File: config.mk
export PLATFORM = sky130hd
export DESIGN_NAME = gpe_bank
export DESIGN_NICKNAME = d
export VERILOG_FILES = /design/src/rtl/gpe_pkg.sv /design/src/rtl/gpe_addr_dec.sv /design/src/rtl/gpe_sts_byte.sv /design/src/rtl/gpe_en_byte.sv /design/src/rtl/gpe_irq_comb.sv /design/src/rtl/gpe_bank.sv
export SDC_FILE = /design/constraint.sdc
export NUM_CORES = 1
export LEC_CHECK = 0
export ABC_AREA = 0
export BUFFER_PORTS_ARGS = -buffer_cell sky130_fd_sc_hd__buf_2
export CAP_MARGIN = 20
export CORE_ASPECT_RATIO = 1.75
export CORE_MARGIN = 2
export CORE_UTILIZATION = 34
export DETAILED_ROUTE_END_ITERATION = 8
export PLACE_DENSITY = 0.65
export SLEW_MARGIN = 10
export SYNTH_ARGS = -nofsm -noshare
export SYNTH_HDL_FRONTEND = slang
export SYNTH_SLANG_ARGS = --single-unit
File: constraint.sdc
create_clock -name clk -period 2.6 [get_ports clk]
set_input_delay 0.39 -clock clk [delete_from_list [all_inputs] [get_ports clk]]
set_output_delay 0.39 -clock clk [all_outputs]
set_load 0.03 [all_outputs]
File: src/rtl/gpe_pkg.sv
package gpe_pkg;

  // Target class of one register access
  typedef enum logic [1:0] {
    SEL_NONE = 2'd0,
    SEL_STS  = 2'd1,
    SEL_EN   = 2'd2,
    SEL_BAD  = 2'd3
  } sel_e;

  // Write-one-to-clear merged with incoming set bits; set bits dominate
  function automatic logic [7:0] w1c_merge(input logic [7:0] cur,
                                           input logic [7:0] clr,
                                           input logic [7:0] set);
    return (cur & ~clr) | set;
  endfunction

endpackage

File: src/rtl/gpe_addr_dec.sv
module gpe_addr_dec
  import gpe_pkg::*;
#(
  parameter int BANK_LEN = 4,
  parameter int HALF     = BANK_LEN / 2,
  parameter int AW       = $clog2(BANK_LEN) + 1,
  parameter int IW       = (HALF > 1) ? $clog2(HALF) : 1
) (
  input  logic            cs,
  input  logic            we,
  input  logic [AW-1:0]   addr,
  output logic [HALF-1:0] sts_wr,
  output logic [HALF-1:0] en_wr,
  output sel_e            sel,
  output logic [IW-1:0]   idx
);

  // Per-byte write strobes
  genvar g;
  generate
    for (g = 0; g < HALF; g++) begin : g_strobe
      assign sts_wr[g] = cs && we && (addr == AW'(g));
      assign en_wr[g]  = cs && we && (addr == AW'(HALF + g));
    end
  endgenerate

  // Target class and byte index for the read path and error flag
  always_comb begin
    sel = cs ? SEL_BAD : SEL_NONE;
    idx = '0;
    if (cs) begin
      for (int i = 0; i < HALF; i++) begin
        if (addr == AW'(i)) begin
          sel = SEL_STS;
          idx = IW'(i);
        end
        if (addr == AW'(HALF + i)) begin
          sel = SEL_EN;
          idx = IW'(i);
        end
      end
    end
  end

endmodule

File: src/rtl/gpe_sts_byte.sv
module gpe_sts_byte
  import gpe_pkg::*;
(
  input  logic       clk,
  input  logic       rst_n,
  input  logic       clr_en,
  input  logic [7:0] clr_mask,
  input  logic [7:0] set_mask,
  output logic [7:0] d,
  output logic [7:0] q
);

  logic upd;

  always_comb begin
    upd = clr_en || (set_mask != 8'h00);
    if (clr_en) d = w1c_merge(q, clr_mask, set_mask);
    else        d = q | set_mask;
  end

  always_ff @(posedge clk or negedge rst_n) begin
    if (!rst_n)   q <= 8'h00;
    else if (upd) q <= d;
  end

endmodule

File: src/rtl/gpe_en_byte.sv
module gpe_en_byte (
  input  logic       clk,
  input  logic       rst_n,
  input  logic       wr_en,
  input  logic [7:0] wdata,
  output logic [7:0] d,
  output logic [7:0] q
);

  always_comb begin
    d = wr_en ? wdata : q;
  end

  always_ff @(posedge clk or negedge rst_n) begin
    if (!rst_n)     q <= 8'h00;
    else if (wr_en) q <= d;
  end

endmodule

File: src/rtl/gpe_irq_comb.sv
module gpe_irq_comb #(
  parameter int              PM_W           = 16,
  parameter logic [PM_W-1:0] PM_COMMON_MASK = 'h0501
) (
  input  logic [7:0]      sts0,
  input  logic [7:0]      en0,
  input  logic [PM_W-1:0] pm_sts,
  input  logic [PM_W-1:0] pm_en,
  output logic            level
);

  logic gp_hit;
  logic pm_hit;

  always_comb begin
    gp_hit = |(sts0 & en0);
    pm_hit = |(pm_sts & pm_en & PM_COMMON_MASK);
    level  = gp_hit || pm_hit;
  end

endmodule

File: src/rtl/gpe_bank.sv
module gpe_bank
  import gpe_pkg::*;
#(
  parameter int              BANK_LEN       = 4,
  parameter int              PM_W           = 16,
  parameter logic [PM_W-1:0] PM_COMMON_MASK = 'h0501,
  localparam int             HALF           = BANK_LEN / 2,
  localparam int             AW             = $clog2(BANK_LEN) + 1,
  localparam int             IW             = (HALF > 1) ? $clog2(HALF) : 1,
  localparam int             EVW            = HALF * 8
) (
  input  logic            clk,
  input  logic            rst_n,
  input  logic            reg_cs,
  input  logic            reg_we,
  input  logic [AW-1:0]   reg_addr,
  input  logic [7:0]      reg_wdata,
  output logic [7:0]      reg_rdata,
  output logic            reg_err,
  input  logic [EVW-1:0]  hw_event,
  input  logic [PM_W-1:0] pm_sts,
  input  logic [PM_W-1:0] pm_en,
  output logic            irq
);

  logic [HALF-1:0] sts_wr;
  logic [HALF-1:0] en_wr;
  sel_e            sel;
  logic [IW-1:0]   idx;

  logic [7:0] sts_d [HALF];
  logic [7:0] sts_q [HALF];
  logic [7:0] en_d  [HALF];
  logic [7:0] en_q  [HALF];

  // Flat views of the byte state, used by the bound checker
  logic [EVW-1:0] sts_flat;
  logic [EVW-1:0] en_flat;

  gpe_addr_dec #(
    .BANK_LEN (BANK_LEN),
    .HALF     (HALF),
    .AW       (AW),
    .IW       (IW)
  ) u_dec (
    .cs     (reg_cs),
    .we     (reg_we),
    .addr   (reg_addr),
    .sts_wr (sts_wr),
    .en_wr  (en_wr),
    .sel    (sel),
    .idx    (idx)
  );

  genvar g;
  generate
    for (g = 0; g < HALF; g++) begin : g_byte
      gpe_sts_byte u_sts (
        .clk      (clk),
        .rst_n    (rst_n),
        .clr_en   (sts_wr[g]),
        .clr_mask (reg_wdata),
        .set_mask (hw_event[g*8 +: 8]),
        .d        (sts_d[g]),
        .q        (sts_q[g])
      );
      gpe_en_byte u_en (
        .clk   (clk),
        .rst_n (rst_n),
        .wr_en (en_wr[g]),
        .wdata (reg_wdata),
        .d     (en_d[g]),
        .q     (en_q[g])
      );
      assign sts_flat[g*8 +: 8] = sts_q[g];
      assign en_flat[g*8 +: 8]  = en_q[g];
    end
  endgenerate

  // Interrupt level from next-state byte 0 so it lands with the update
  logic irq_d;

  gpe_irq_comb #(
    .PM_W           (PM_W),
    .PM_COMMON_MASK (PM_COMMON_MASK)
  ) u_irq (
    .sts0   (sts_d[0]),
    .en0    (en_d[0]),
    .pm_sts (pm_sts),
    .pm_en  (pm_en),
    .level  (irq_d)
  );

  // Read path and error flag, next state
  logic       rd_en;
  logic [7:0] rd_byte;
  logic [7:0] rdata_d;
  logic       err_d;

  always_comb begin
    rd_en = reg_cs && !reg_we;
    case (sel)
      SEL_STS: rd_byte = sts_q[idx];
      SEL_EN:  rd_byte = en_q[idx];
      default: rd_byte = 8'h00;
    endcase
    rdata_d = rd_en ? rd_byte : reg_rdata;
    err_d   = (sel == SEL_BAD);
  end

  always_ff @(posedge clk or negedge rst_n) begin
    if (!rst_n) begin
      reg_rdata <= 8'h00;
      reg_err   <= 1'b0;
      irq       <= 1'b0;
    end else begin
      if (rd_en) reg_rdata <= rdata_d;
      reg_err <= err_d;
      irq     <= irq_d;
    end
  end

endmodule

# After elaboration in Yosys (flattened, before gate mapping)
# Index checks and enable logic that the tools add are counted.
# word_totals
ff_bits,42
inputBits,63
out_inout_bits,10
word_cells,58
# classes
magnitude_cmp,1
n_eq_ne,6
muxes,19
n_bitwise,10
n_reduce_logical,15
# op_table
cell,count
$mux 8,9
$or 8x8->8,4
$and 8x8->8,3
$pmux 8 s2,1
$reduce_bool 8->1,2
$mux 2,6
$and 11x11->11,1
$not 8->8,1
$reduce_or 8->1,1
$eq 3x2->1 const B,2
$logic_and 1x1->1,6
$eq 2x2->1 const B,2
$eq 3x1->1 const B,1
$logic_not 3->1,1
$logic_or 1x1->1,3
$mux 1,3
$reduce_or 3->1,1
$eq 2x1->1 const B,1
$ge 2x2->1 const B,1
$not 1->2,1
$logic_not 1->1,1

# Longest topological paths before layout
# Gate-level depths: netlist (run 1).
# logic_depth
depth_word,9
mapped_depth,8
ltp_nobuf,6

# Cells and area by module
# From an unflattened synthesis (run 1), not the netlist that was laid out.
# unflattened
cells_unflattened,199
hier_area_um2,2441.1
# by_module_without_submodules
module,n_inst,cells_per_inst,area_per_inst_um2,seq_area_each_um2
gpe_en_byte,2,26,449.2,200.2
gpe_sts_byte,2,33,371.6,200.2
gpe_bank,1,63,679.4,250.2
gpe_addr_dec,1,11,61.3,0.0
gpe_irq_comb,1,7,58.8,0.0

# Least setup slack after synthesis (run 1)
# Ideal clock, no wire load.
# synth_path
path_kind,input to register
startpoint,input port reg_addr[2]
endpoint,register irq
setup_ns,0.139
arrival_time_ns,1.806
required_ns,2.461
setup_slack_ns,0.656
cell_stages,6
n_path_buf,1
cell_sequence,and4bb_1 buf_4 nand2_2 mux2_4 a221o_1 or4_1
# synth_via
elab_chain_len,6
elab_cells_between_ends,9
classes_between,1 x eq/ne; 2 x mux; 1 x bitwise; 5 x reduce/logical
# synth_rtl
item,line,text
start: declaration,gpe_bank.sv:16,"input logic [AW-1:0] reg_addr,"
$eq 3x2->1 / $logic_not 3->1 (equally long branches),"gpe_addr_dec.sv:23, gpe_addr_dec.sv:22",
$logic_and 1x1->1 (on tied branches),"gpe_addr_dec.sv:23, gpe_addr_dec.sv:22",
$mux 8 (on tied branches),"gpe_en_byte.sv:11, gpe_sts_byte.sv:17",
$and 8x8->8 (*),gpe_irq_comb.sv:16,gp_hit = |(sts0 & en0);
$reduce_or 8->1 (*),gpe_irq_comb.sv:16,
$logic_or 1x1->1 (*),gpe_irq_comb.sv:18,level = gp_hit || pm_hit;
named net irq_d,gpe_bank.sv:81,logic irq_d;
end signal: assignment,gpe_bank.sv:119,irq <= irq_d;
end: declaration,gpe_bank.sv:23,output logic irq
# Mark *: on every way through the listed nets, which the timed path passes. The rest lies on a longest branch.
# A chain may end at the register's enable or synchronous reset.

# Final worst setup path (run 1)
# Ends and elaborated chain as after synthesis.

==> impl_metrics.env, run 1 <==
export IMPL_cp_top_family="simple AND/OR/NAND/NOR gates"
export IMPL_synthDistinctLibCells=29
export IMPL_postCtsSetupRepairBufs=0
export IMPL_global_route_wire_length_before_repair_mm=8.43
export IMPL_grt_antenna_before_repair=0
export IMPL_largest_net_degree_at_the_start_of_global_routing=43
export IMPL_avgViaCountPerCell=5.26
export IMPL_cts_tree="built"
export IMPL_clk_pin_slew_ps=80
export IMPL_pre_cts_slack_ps=255
export IMPL_chipHeight_um=108
export IMPL_tns_ps=0
export IMPL_postPlaceCellArea_um2=2440
export IMPL_holdCritPathClass="in2async"
export IMPL_ys_flop_type="sky130_fd_sc_hd__dfrtp_1"
export IMPL_ctsRootBufferMaster="sky130_fd_sc_hd__clkbuf_8"
export IMPL_ys_seq_elements=42
export IMPL_finalWorstSetupSlack_ps=582
export IMPL_rsz0062_at_grt="no"
export IMPL_place_port_buffers=46
export IMPL_row_count=38
export IMPL_finClkSkew_ps=3.55
export IMPL_instance_count_of_the_mapped_netlist=200
export IMPL_post_cts_resized=0
export IMPL_drcViolationCount=0
export IMPL_routabilityCongestion=0.796
export IMPL_detailroute_via_count=1726
export IMPL_worstSkewPairLatency_ps=290
export IMPL_cts_max_path_buffers=2
export IMPL_dp_final_hpwl_mm=3.72
export IMPL_worst_path_largest_cell_delay_ps=520
export IMPL_cp_required_ps=2760
export IMPL_power_per_cell_area_nw_per_um2=596
export IMPL_maxSlewViolCount=0
export IMPL_firstDrtPassIters=4
export IMPL_grt_total_usage_pct=15.9
export IMPL_synth_warning_count=0
export IMPL_timing_critical_path_to_type="flop"
export IMPL_boundaryPins=73
export IMPL_worst_r2r_setup_slack_ps=1040
export IMPL_fillers=612
export IMPL_synth_seq_area_share_pct=49.6
export IMPL_worst_path_max_fanout=7
export IMPL_wl_per_cell_um=15.5
export IMPL_overflow=0
export IMPL_nNetsFinal=313
export IMPL_vdd_ir_drop_worst_v=0.000226
export IMPL_max_slew_margin_pct=38.0
export IMPL_total_non_filler_cell_area_in_the_finished_layout_um2=2530
export IMPL_layout_drive_gt1_share_pct=32.3
export IMPL_tightest_slew_ps=930
export IMPL_setup_viol=0
export IMPL_number_of_enable_type_register_cells_in_the_synthesized_netlist=0
export IMPL_r2r_start="g_byte[0].u_en.q[6]$_DFFE_PN0P_"
export IMPL_power_uw=1510
export IMPL_cellLeakagePower_uw=0.00112
export IMPL_placeableCoreArea_um2=6130
export IMPL_die_width_um=63.7
export IMPL_worstSetupStartpoint="reg_addr[2]"
export IMPL_start_kind="input port"
export IMPL_fp_dieArea_um2=6910
export IMPL_mappedNetlistNets=266
export IMPL_cp_data_arrival_time_ps=2180
export IMPL_hold_fix_buffers_cts=0
export IMPL_cp_num_buf_inv=1
export IMPL_finalCritPeriodShare_pct=77.6
export IMPL_first_iter_violations=97
export IMPL_antenna_violating_nets_post_route=0
export IMPL_drt_wl_total_mm=5.07
export IMPL_antenna_diode_count=0
export IMPL_synth_cell_area_um2=2120
export IMPL_path_class="in2reg"
export IMPL_postSynth_asyncResetShare_pct=100
export IMPL_cp_cell_sequence="buf_2 > nand4bb_1 > or4_1 > o211ai_1 > o211ai_1 > or4_1"
export IMPL_cts_max_level=2
export IMPL_initial_utilization_pct=34.6
export IMPL_achievable_frequency_mhz=496
export IMPL_avgSynthCellArea_um2=10.6
export IMPL_clock_sinks=42
export IMPL_timing_final_hold_violations=0
export IMPL_status="complete, no violations"
export IMPL_fin_crit_ps=2020
export IMPL_cap_violations=0
export IMPL_areaGrowthSynthToFinish_pct=19.3
export IMPL_vias_in_the_first_global_route=1749
export IMPL_numCtsBuffers=5
export IMPL_timing_critical_path_slowest_stage_cell="sky130_fd_sc_hd__or4_1"
==> cells by family after synthesis <==
group / Yosys count / share of synthesized area (%)
DFF: 42 / 49.6
muxes: 22 / 11.9
buffers and inverters: 19 / 3.60
and+or+nand+nor: 48 / 11.3
adders and majority gates: 3 / 1.77
AOI/OAI and AO/OA: 66 / 21.8
==> area by class of cell <==
type	count	area [um2]	area share, %
clock buffers	7	86.3	3.41
clock inverters	1	5.00	0.198
inverters	9	33.8	1.34
multi-input cells	139	992	39.2
flip-flops and latches	42	1050	41.6
well taps	80	100	3.96
repair buffers	50	260	10.3
==> sequential cells by signal, indices dropped and copies added, names as in the netlist <==
name            flops
reg_err             1
irq                 1
g_byte.u_sts.q     16
g_byte.u_en.q      16
reg_rdata           8
==> metrics by stage <==
| step | cells | hold slack [ps] | util (%) |
|---|---|---|---|
| after CTS | 328 | 268 | 41.2 |
| after detailed placement | 320 | 466 | 39.7 |
| after global placement | 320 | 458 | 39.7 |
| final | 328 | 236 | 41.2 |
| after global routing | 328 | 265 | 41.2 |
| after floorplan | 200 | 94.4 | - |
==> final timing paths <==
check                                              endpoint  cells after the start
setup / recovery                              irq$_DFF_PN0_                      6
hold / removal             g_byte[1].u_sts.q[4]$_DFFE_PN0P_                      1
setup reg to reg                              irq$_DFF_PN0_                      3
hold reg to reg            g_byte[1].u_sts.q[7]$_DFFE_PN0P_                      1
max in group asynchronous   g_byte[1].u_en.q[1]$_DFFE_PN0P_                      1
min in group clk           g_byte[1].u_sts.q[1]$_DFFE_PN0P_                      2
==> layer usage <==
layer | part of all wire [%] | global-route usage, % | routed length [um]
met1 | 40 | 17.9 | 2020
met4 | 3.6 | 8.54 | 184
met5 | 0 | 0 | 0
met3 | 2.8 | 2.29 | 141
met2 | 54 | 28.6 | 2730
==> worst register-to-register path, cell delays in order (launching register included) <==
cell                      delay [ps]
sky130_fd_sc_hd__dfrtp_1         390
sky130_fd_sc_hd__mux2_4          270
sky130_fd_sc_hd__a221o_1         350
sky130_fd_sc_hd__or4_1           420
==> cells in the final DEF (no fill, tap or decap) <==
cell type	count
sky130_fd_sc_hd__o22ai_1	7
sky130_fd_sc_hd__dfrtp_1	42
sky130_fd_sc_hd__ha_1	3
sky130_fd_sc_hd__a21o_1	15
sky130_fd_sc_hd__or4_1	3
sky130_fd_sc_hd__clkbuf_8	6
sky130_fd_sc_hd__nor2_1	3
sky130_fd_sc_hd__nand2_1	28
sky130_fd_sc_hd__o32ai_1	1
sky130_fd_sc_hd__mux2_4	1
sky130_fd_sc_hd__clkbuf_1	1
sky130_fd_sc_hd__buf_2	46
sky130_fd_sc_hd__nand4bb_1	1
sky130_fd_sc_hd__a21oi_1	2
sky130_fd_sc_hd__buf_4	4
sky130_fd_sc_hd__nand2_2	1
sky130_fd_sc_hd__a22o_1	17
sky130_fd_sc_hd__mux2_2	21
sky130_fd_sc_hd__o21ai_0	17
sky130_fd_sc_hd__clkinv_2	1
sky130_fd_sc_hd__nand2b_1	3
sky130_fd_sc_hd__nand3b_1	3
sky130_fd_sc_hd__and4bb_1	1
sky130_fd_sc_hd__inv_1	9
sky130_fd_sc_hd__o211ai_1	3
sky130_fd_sc_hd__and3_1	4
sky130_fd_sc_hd__a221o_1	1
sky130_fd_sc_hd__nand3_1	1
sky130_fd_sc_hd__a31oi_1	2
sky130_fd_sc_hd__o22a_1	1
==> synth_stat cells, types with 2 or more instances <==
cell type                  count  area (um2)
sky130_fd_sc_hd__a21o_1       15         113
sky130_fd_sc_hd__a21oi_1       2        10.0
sky130_fd_sc_hd__a22o_1       17         149
sky130_fd_sc_hd__a31oi_1       2        12.5
sky130_fd_sc_hd__and3_1        4        25.0
sky130_fd_sc_hd__clkbuf_1      7        26.3
sky130_fd_sc_hd__dfrtp_1      42        1050
sky130_fd_sc_hd__ha_1          3        37.5
sky130_fd_sc_hd__inv_1         9        33.8
sky130_fd_sc_hd__mux2_2       21         236
sky130_fd_sc_hd__nand2_1      28         105
sky130_fd_sc_hd__nand2b_1      3        18.8
sky130_fd_sc_hd__nand3b_1      3        22.5
sky130_fd_sc_hd__nor2_1        3        11.3
sky130_fd_sc_hd__o211ai_1      3        22.5
sky130_fd_sc_hd__o21ai_0      17        85.1
sky130_fd_sc_hd__o22ai_1       7        43.8
sky130_fd_sc_hd__or4_1         3        22.5
==> power breakdown <==
group	leakage, uW	total (uW)	internal [uW]	switching [uW]
Sequential	0.000473	772	724	47.5
Clock	0.0000482	431	214	217
Combinational	0.000601	305	147	158
Power figures use the tool's default switching activity.
==> run 2: changes to the inputs <==
--- a/config.mk
+++ b/config.mk
@@ -12,7 +12,7 @@
 export CORE_MARGIN = 2
 export CORE_UTILIZATION = 34
 export DETAILED_ROUTE_END_ITERATION = 8
-export PLACE_DENSITY = 0.65
+export PLACE_DENSITY = 0.67
 export SLEW_MARGIN = 10
 export SYNTH_ARGS = -nofsm -noshare
 export SYNTH_HDL_FRONTEND = slang
==> constraint.sdc (replaced) <==
create_clock -name clk -period 1.7 [get_ports clk]
set_input_delay 0.255 -clock clk [delete_from_list [all_inputs] [get_ports clk]]
set_output_delay 0.255 -clock clk [all_outputs]
set_load 0.03 [all_outputs]
==> run 2 against run 1 <==
  * Wire length up 8.6%
  * Die area unchanged
  * Worst hold slack worse by 100 ps
  * Critical path depth is 1 higher
  * Cell area increased by 13%
  * Via count increased by 4.5%
  * Critical path type unchanged
  * Largest cell class unchanged
  * Highest routed layer unchanged
==> impl_metrics.env, run 2 (synthesis gave the netlist of run 1 again) <==
export IMPL_antenna_violating_nets_post_route=0
export IMPL_cp_cell_sequence="buf_6 > buf_6 > and4bb_2 > nand2_4 > mux2_4 > a221o_1 > or4_1"
export IMPL_holdCritPathClass="in2reg"
export IMPL_register_cell_area_after_layout_um2=1050
export IMPL_path_class="in2reg"
export IMPL_pre_cts_slack_ps=-367
export IMPL_postPlaceCellArea_um2=2660
export IMPL_avgViaCountPerCell=5.06
export IMPL_chipHeight_um=108
export IMPL_final_cell_mix="sky130_fd_sc_hd__buf_2, sky130_fd_sc_hd__dfrtp_1, sky130_fd_sc_hd__nand2_1, sky130_fd_sc_hd__buf_4, sky130_fd_sc_hd__mux2_2"
export IMPL_grt_antenna_before_repair=0
export IMPL_maxSlewViolCount=0
export IMPL_first_iter_violations=38
export IMPL_cts_max_path_buffers=2
export IMPL_ctsRootBufferMaster="sky130_fd_sc_hd__clkbuf_8"
export IMPL_detailroute_via_count=1803
export IMPL_fin_crit_ps=1680
export IMPL_global_route_wire_length_before_repair_mm=8.94
export IMPL_worst_path_max_fanout=3
export IMPL_place_port_buffers=46
export IMPL_layout_drive_gt1_share_pct=40.2
export IMPL_wl_per_cell_um=15.5
export IMPL_firstDrtPassIters=4
export IMPL_status="complete, no violations"
export IMPL_boundaryPins=73
export IMPL_most_common_cell_after_layout_fill_and_taps_aside="sky130_fd_sc_hd__buf_2"
export IMPL_start_kind="input port"
export IMPL_tightest_slew_ps=513
export IMPL_antenna_diode_count=0
export IMPL_clock_sinks=42
export IMPL_multi_input_area_um2=1020
export IMPL_finalCritPeriodShare_pct=98.8
export IMPL_cp_required_ps=1870
export IMPL_power_per_cell_area_nw_per_um2=938
export IMPL_timing_critical_path_slowest_stage_cell="sky130_fd_sc_hd__or4_1"
export IMPL_nNetsFinal=341
export IMPL_setup_viol=0
export IMPL_overflow=0
export IMPL_fillers=568
export IMPL_achievable_frequency_mhz=596
export IMPL_drcViolationCount=0
export IMPL_cellLeakagePower_uw=0.00130
export IMPL_top_regs="g_byte.u_en.q x16, g_byte.u_sts.q x16, reg_rdata x8"
export IMPL_cts_tree="built"
export IMPL_total_non_filler_cell_area_in_the_finished_layout_um2=2850
export IMPL_die_width_um=63.7
export IMPL_fp_dieArea_um2=6910
export IMPL_grt_total_usage_pct=17.3
export IMPL_cp_num_buf_inv=2
export IMPL_timing_final_hold_violations=0
export IMPL_finClkSkew_ps=5.34
export IMPL_drt_wl_total_mm=5.51
export IMPL_finalWorstSetupSlack_ps=21.0
export IMPL_worstSkewPairLatency_ps=290
export IMPL_clk_pin_slew_ps=80
export IMPL_rsz0062_at_grt="yes"
export IMPL_areaGrowthSynthToFinish_pct=34.5
export IMPL_placeableCoreArea_um2=6130
export IMPL_cp_data_arrival_time_ps=1850
export IMPL_timing_critical_path_to_type="flop"
export IMPL_row_count=38
export IMPL_cap_violations=0
export IMPL_cts_max_level=2
export IMPL_vias_in_the_first_global_route=1911
export IMPL_dp_final_hpwl_mm=4.28
export IMPL_worst_path_largest_cell_delay_ps=400
export IMPL_cp_top_family="simple AND/OR/NAND/NOR gates"
export IMPL_routabilityCongestion=0.877
export IMPL_max_slew_margin_pct=65.8
export IMPL_critical_path_top_cell_by_count="sky130_fd_sc_hd__buf_6"
export IMPL_vdd_ir_drop_worst_v=0.000440
export IMPL_largest_net_degree_at_the_start_of_global_routing=24
export IMPL_numCtsBuffers=5
export IMPL_initial_utilization_pct=34.6
## run 2: power by group
group | internal, uW | total, uW | switching (uW)
clock | 626 | 971 | 345
sequential | 1110 | 1180 | 71.9
combinational | 268 | 525 | 257
## run 2: layout make-up
cell class / count / area share (%)
Multi-Input combinational cell: 139 / 35.6
Tap cell: 80 / 3.51
Inverter: 9 / 1.18
Sequential cell: 42 / 36.9
Timing Repair Buffer: 78 / 17.8
Clock buffer: 6 / 2.90
Clock inverter: 2 / 2.11
## run 2: repair_timing
| action | CTS | global route |
|---|---|---|
| resized for setup | 3 | 3 |
| endpoints found under the hold margin | 21 | 0 |
| setup endpoints to repair | 1 | 9 |
| pin swaps | 4 | 2 |
| buffers inserted | 1 | 0 |
| hold buffers | 1 | 0 |
## run 2: worst paths after layout
path                       slack, ps  cells past startpoint                             start                                to
min in group asynchronous        460                      2                             rst_n  g_byte[1].u_sts.q[6]$_DFFE_PN0P_
setup / recovery                  20                      7                       reg_addr[2]                     irq$_DFF_PN0_
max in group asynchronous        680                      3                             rst_n  g_byte[1].u_sts.q[2]$_DFFE_PN0P_
hold / removal                   130                      2                      hw_event[15]  g_byte[1].u_sts.q[7]$_DFFE_PN0P_
hold reg to reg                  480                      1  g_byte[1].u_sts.q[0]$_DFFE_PN0P_  g_byte[1].u_sts.q[0]$_DFFE_PN0P_
setup reg to reg                 230                      3   g_byte[0].u_en.q[6]$_DFFE_PN0P_                     irq$_DFF_PN0_
## run 2: worst reg2reg max path, stage by stage, from the launching register on
cell and delay [ps]:
sky130_fd_sc_hd__dfrtp_1 400, sky130_fd_sc_hd__mux2_4 270, sky130_fd_sc_hd__a221o_1 280, sky130_fd_sc_hd__or4_1 400
## run 2: layer usage
metal / share of wire [%] / GRT usage [%] / wire length (um)
met2: 57 / 32.6 / 3150
met4: 3.8 / 11.3 / 210
met5: 0 / 0 / 0
met1: 37 / 17.1 / 2030
met3: 2.3 / 2.50 / 126
## run 2: per-stage QoR
step                      TNS [ps]  instances  utilization, %  total power [uW]  hold WS, ps
after floorplan              -97.8        200               -              1490        -40.6
after global placement       -2140        346            43.4              1700          250
after detailed placement     -2610        346            43.4              1720          249
after CTS                    -39.1        356            46.2              2690          124
after global routing         -23.0        356            46.5              2800          125
final                            0        356            46.5              2680          131
==> run 3: changes to the inputs <==
--- a/config.mk
+++ b/config.mk
@@ -10,10 +10,11 @@
 export CAP_MARGIN = 20
 export CORE_ASPECT_RATIO = 1.75
 export CORE_MARGIN = 2
-export CORE_UTILIZATION = 34
+export CORE_UTILIZATION = 35
 export DETAILED_ROUTE_END_ITERATION = 8
-export PLACE_DENSITY = 0.67
+export PLACE_DENSITY = 0.69
 export SLEW_MARGIN = 10
 export SYNTH_ARGS = -nofsm -noshare
 export SYNTH_HDL_FRONTEND = slang
 export SYNTH_SLANG_ARGS = --single-unit
+export TNS_END_PERCENT = 30
==> run 3 against run 2 <==
  * The run now ends with negative setup slack left
  * Clock power is 18% lower
  * Clock skew rose by 2.0 ps
  * Cell area shrank 2.0%
  * Wire length fell by 0.51%
  * Via count fell by 0.67%
  * Setup slack lost 33 ps
  * Sequential cell count unchanged
  * Utilization is 1.0 points higher
  * Die area down 2.7%
  * Cell count decreased by 1.4%
  * Non-clock buffer count down 3
  * Critical path type unchanged
  * Largest cell class unchanged
  * Largest power group unchanged
==> impl_metrics.env, run 3 (synthesis gave the netlist of run 1 again) <==
export IMPL_worst_r2r_setup_slack_ps=190
export IMPL_met3_usage_pct=4.09
export IMPL_timing_final_hold_violations=0
export IMPL_clock_sinks=42
export IMPL_cp_data_arrival_time_ps=1900
export IMPL_finClkSkew_ps=7.36
export IMPL_detailroute_via_count=1791
export IMPL_cts_max_level=2
export IMPL_overflow=0
export IMPL_finalWorstSetupSlack_ps=-11.5
export IMPL_avgViaCountPerCell=5.10
export IMPL_final_cell_mix="sky130_fd_sc_hd__buf_2, sky130_fd_sc_hd__dfrtp_1, sky130_fd_sc_hd__nand2_1, sky130_fd_sc_hd__buf_4, sky130_fd_sc_hd__mux2_2"
export IMPL_drcViolationCount=0
export IMPL_clk_pin_slew_ps=80
export IMPL_nNetsFinal=338
export IMPL_cp_cell_sequence="buf_2 > buf_6 > and4bb_2 > nand2_4 > mux2_4 > a221o_1 > or4_1"
export IMPL_worst_hold_startpoint="hw_event[12]"
export IMPL_placeableCoreArea_um2=5880
export IMPL_grt_antenna_before_repair=0
export IMPL_layout_drive_gt1_share_pct=38.8
export IMPL_cts_max_path_buffers=2
export IMPL_holdWs_ps=118
export IMPL_power_per_cell_area_nw_per_um2=894
export IMPL_min_to="g_byte[1].u_sts.q[4]$_DFFE_PN0P_"
export IMPL_timing_critical_path_to_type="flop"
export IMPL_post_route_util_pct=47.5
export IMPL_finalCritPeriodShare_pct=101
export IMPL_vdd_ir_drop_worst_v=0.000426
export IMPL_areaGrowthSynthToFinish_pct=31.8
export IMPL_wl_per_cell_um=15.6
export IMPL_fp_dieArea_um2=6720
export IMPL_globalRouteMet1Util_pct=18.1
export IMPL_failed_checks="negative setup slack"
export IMPL_gr_max_usage_layer="met2"
export IMPL_tightest_slew_ps=453
export IMPL_start_kind="input port"
export IMPL_cts_tree="built"
export IMPL_routabilityCongestion=0.957
export IMPL_power_uw=2500
export IMPL_place_port_buffers=46
export IMPL_grt_total_usage_pct=18.0
export IMPL_ctsRootBufferMaster="sky130_fd_sc_hd__clkbuf_8"
export IMPL_largest_net_degree_at_the_start_of_global_routing=25
export IMPL_seqPwrFrac_pct=47.2
export IMPL_worst_path_max_fanout=3
export IMPL_switching_share_of_total_power_pct=27.4
export IMPL_worstSkewPairLatency_ps=310
export IMPL_holdCritPathClass="in2reg"
export IMPL_die_width_um=62.8
export IMPL_cp_required_ps=1880
export IMPL_achievable_frequency_mhz=584
export IMPL_cp_top_family="simple AND/OR/NAND/NOR gates"
export IMPL_comb_power_share_pct=20.9
export IMPL_first_iter_violations=43
export IMPL_global_route_wire_length_before_repair_mm=9.03
export IMPL_boundaryPins=73
export IMPL_firstDrtPassIters=4
export IMPL_fin_crit_ps=1710
export IMPL_maxSlewViolCount=0
export IMPL_timing_critical_path_slowest_stage_cell="sky130_fd_sc_hd__or4_1"
export IMPL_worstReg2RegEnd="irq$_DFF_PN0_"
export IMPL_status="finished, violations left"
export IMPL_cp_num_buf_inv=2
export IMPL_worst_path_largest_cell_delay_ps=390
export IMPL_setup_viol=1
export IMPL_path_class="in2reg"
export IMPL_drt_wl_total_mm=5.48
export IMPL_chipHeight_um=107
export IMPL_power_clock_fraction_pct=31.8
export IMPL_most_common_cell_after_layout_fill_and_taps_aside="sky130_fd_sc_hd__buf_2"
export IMPL_vias_in_the_first_global_route=1873
export IMPL_antenna_diode_count=0
export IMPL_initial_utilization_pct=36.1
export IMPL_row_count=37
export IMPL_cellLeakagePower_uw=0.00127
export IMPL_p_sw_uw=684
export IMPL_rsz0062_at_grt="yes"
export IMPL_numCtsBuffers=5
export IMPL_met2_capacity_usage_during_global_routing_pct=31.7
export IMPL_dp_final_hpwl_mm=4.19
export IMPL_worstRegToRegCells=5
export IMPL_power_internal_uw=1810
export IMPL_max_slew_margin_pct=69.8
export IMPL_holdPathStages=2
export IMPL_antenna_violating_nets_post_route=0
export IMPL_top_regs="g_byte.u_en.q x16, g_byte.u_sts.q x16, reg_rdata x8"
export IMPL_r2r_start="g_byte[0].u_en.q[1]$_DFFE_PN0P_"
export IMPL_cap_violations=0
-- run 3: changes by cell type in the layout (fill, tap and decap cells not counted), sizes merged --
cell / delta
buf: -3
bufinv: -1
clkinvlp: +1
-- run 3: what timing repair did --
action	4_1_cts	5_1_grt
setup endpoints to repair	1	9
buffers inserted	0	0
endpoints found under the hold margin	18	0
pin swaps	2	0
hold buffers	1	0
gates resized for setup	4	1
-- run 3: stage by stage --
step	std cells	area [um2]	setup slack [ps]	TNS (ps)
6_report	351	2790	-11.5	-11.5
5_1_grt	351	2790	-59.8	-59.8
4_1_cts	351	2790	1.68	0
3_5_place_dp	342	2660	-371	-2860
3_3_place_gp	342	2660	-354	-2240
2_1_floorplan	200	2130	-97.8	-97.8
-- run 3: power groups by stage --
stage | Clock [uW] | Sequential [uW] | Combinational (uW)
CTS | 813 | 1180 | 525
finish | 795 | 1180 | 523
global route | 841 | 1190 | 579
global placement | 0 | 1200 | 510
detailed placement | 0 | 1200 | 519
floorplan | 0 | 1230 | 267
-- run 3: layout make-up --
cell class / instances / area (um2)
Clock buffer: 6 / 72.6
Clock inverter: 2 / 37.5
Fill cell: 583 / 3090
Inverter: 9 / 33.8
Multi-Input combinational cell: 139 / 1000
Sequential cell: 42 / 1050
Tap cell: 78 / 97.6
Timing Repair Buffer: 75 / 502
-- run 3: worst max path at each step --
stage	from	end	slack, ps	cells past startpoint
4_1_cts	reg_addr[0]	irq$_DFF_PN0_	2	7
3_3_place_gp	reg_addr[0]	irq$_DFF_PN0_	-350	7
2_1_floorplan	reg_addr[0]	irq$_DFF_PN0_	-100	6
6_report	reg_addr[0]	irq$_DFF_PN0_	-10	7
3_5_place_dp	reg_addr[0]	irq$_DFF_PN0_	-370	7
5_1_grt	reg_addr[0]	irq$_DFF_PN0_	-60	7
-- run 3: routing by layer --
metal,vias to the layer above,share of wire [%]
li1,873,-
met1,849,38
met2,47,53
met3,22,3.4
met4,0,5.6
met5,-,0
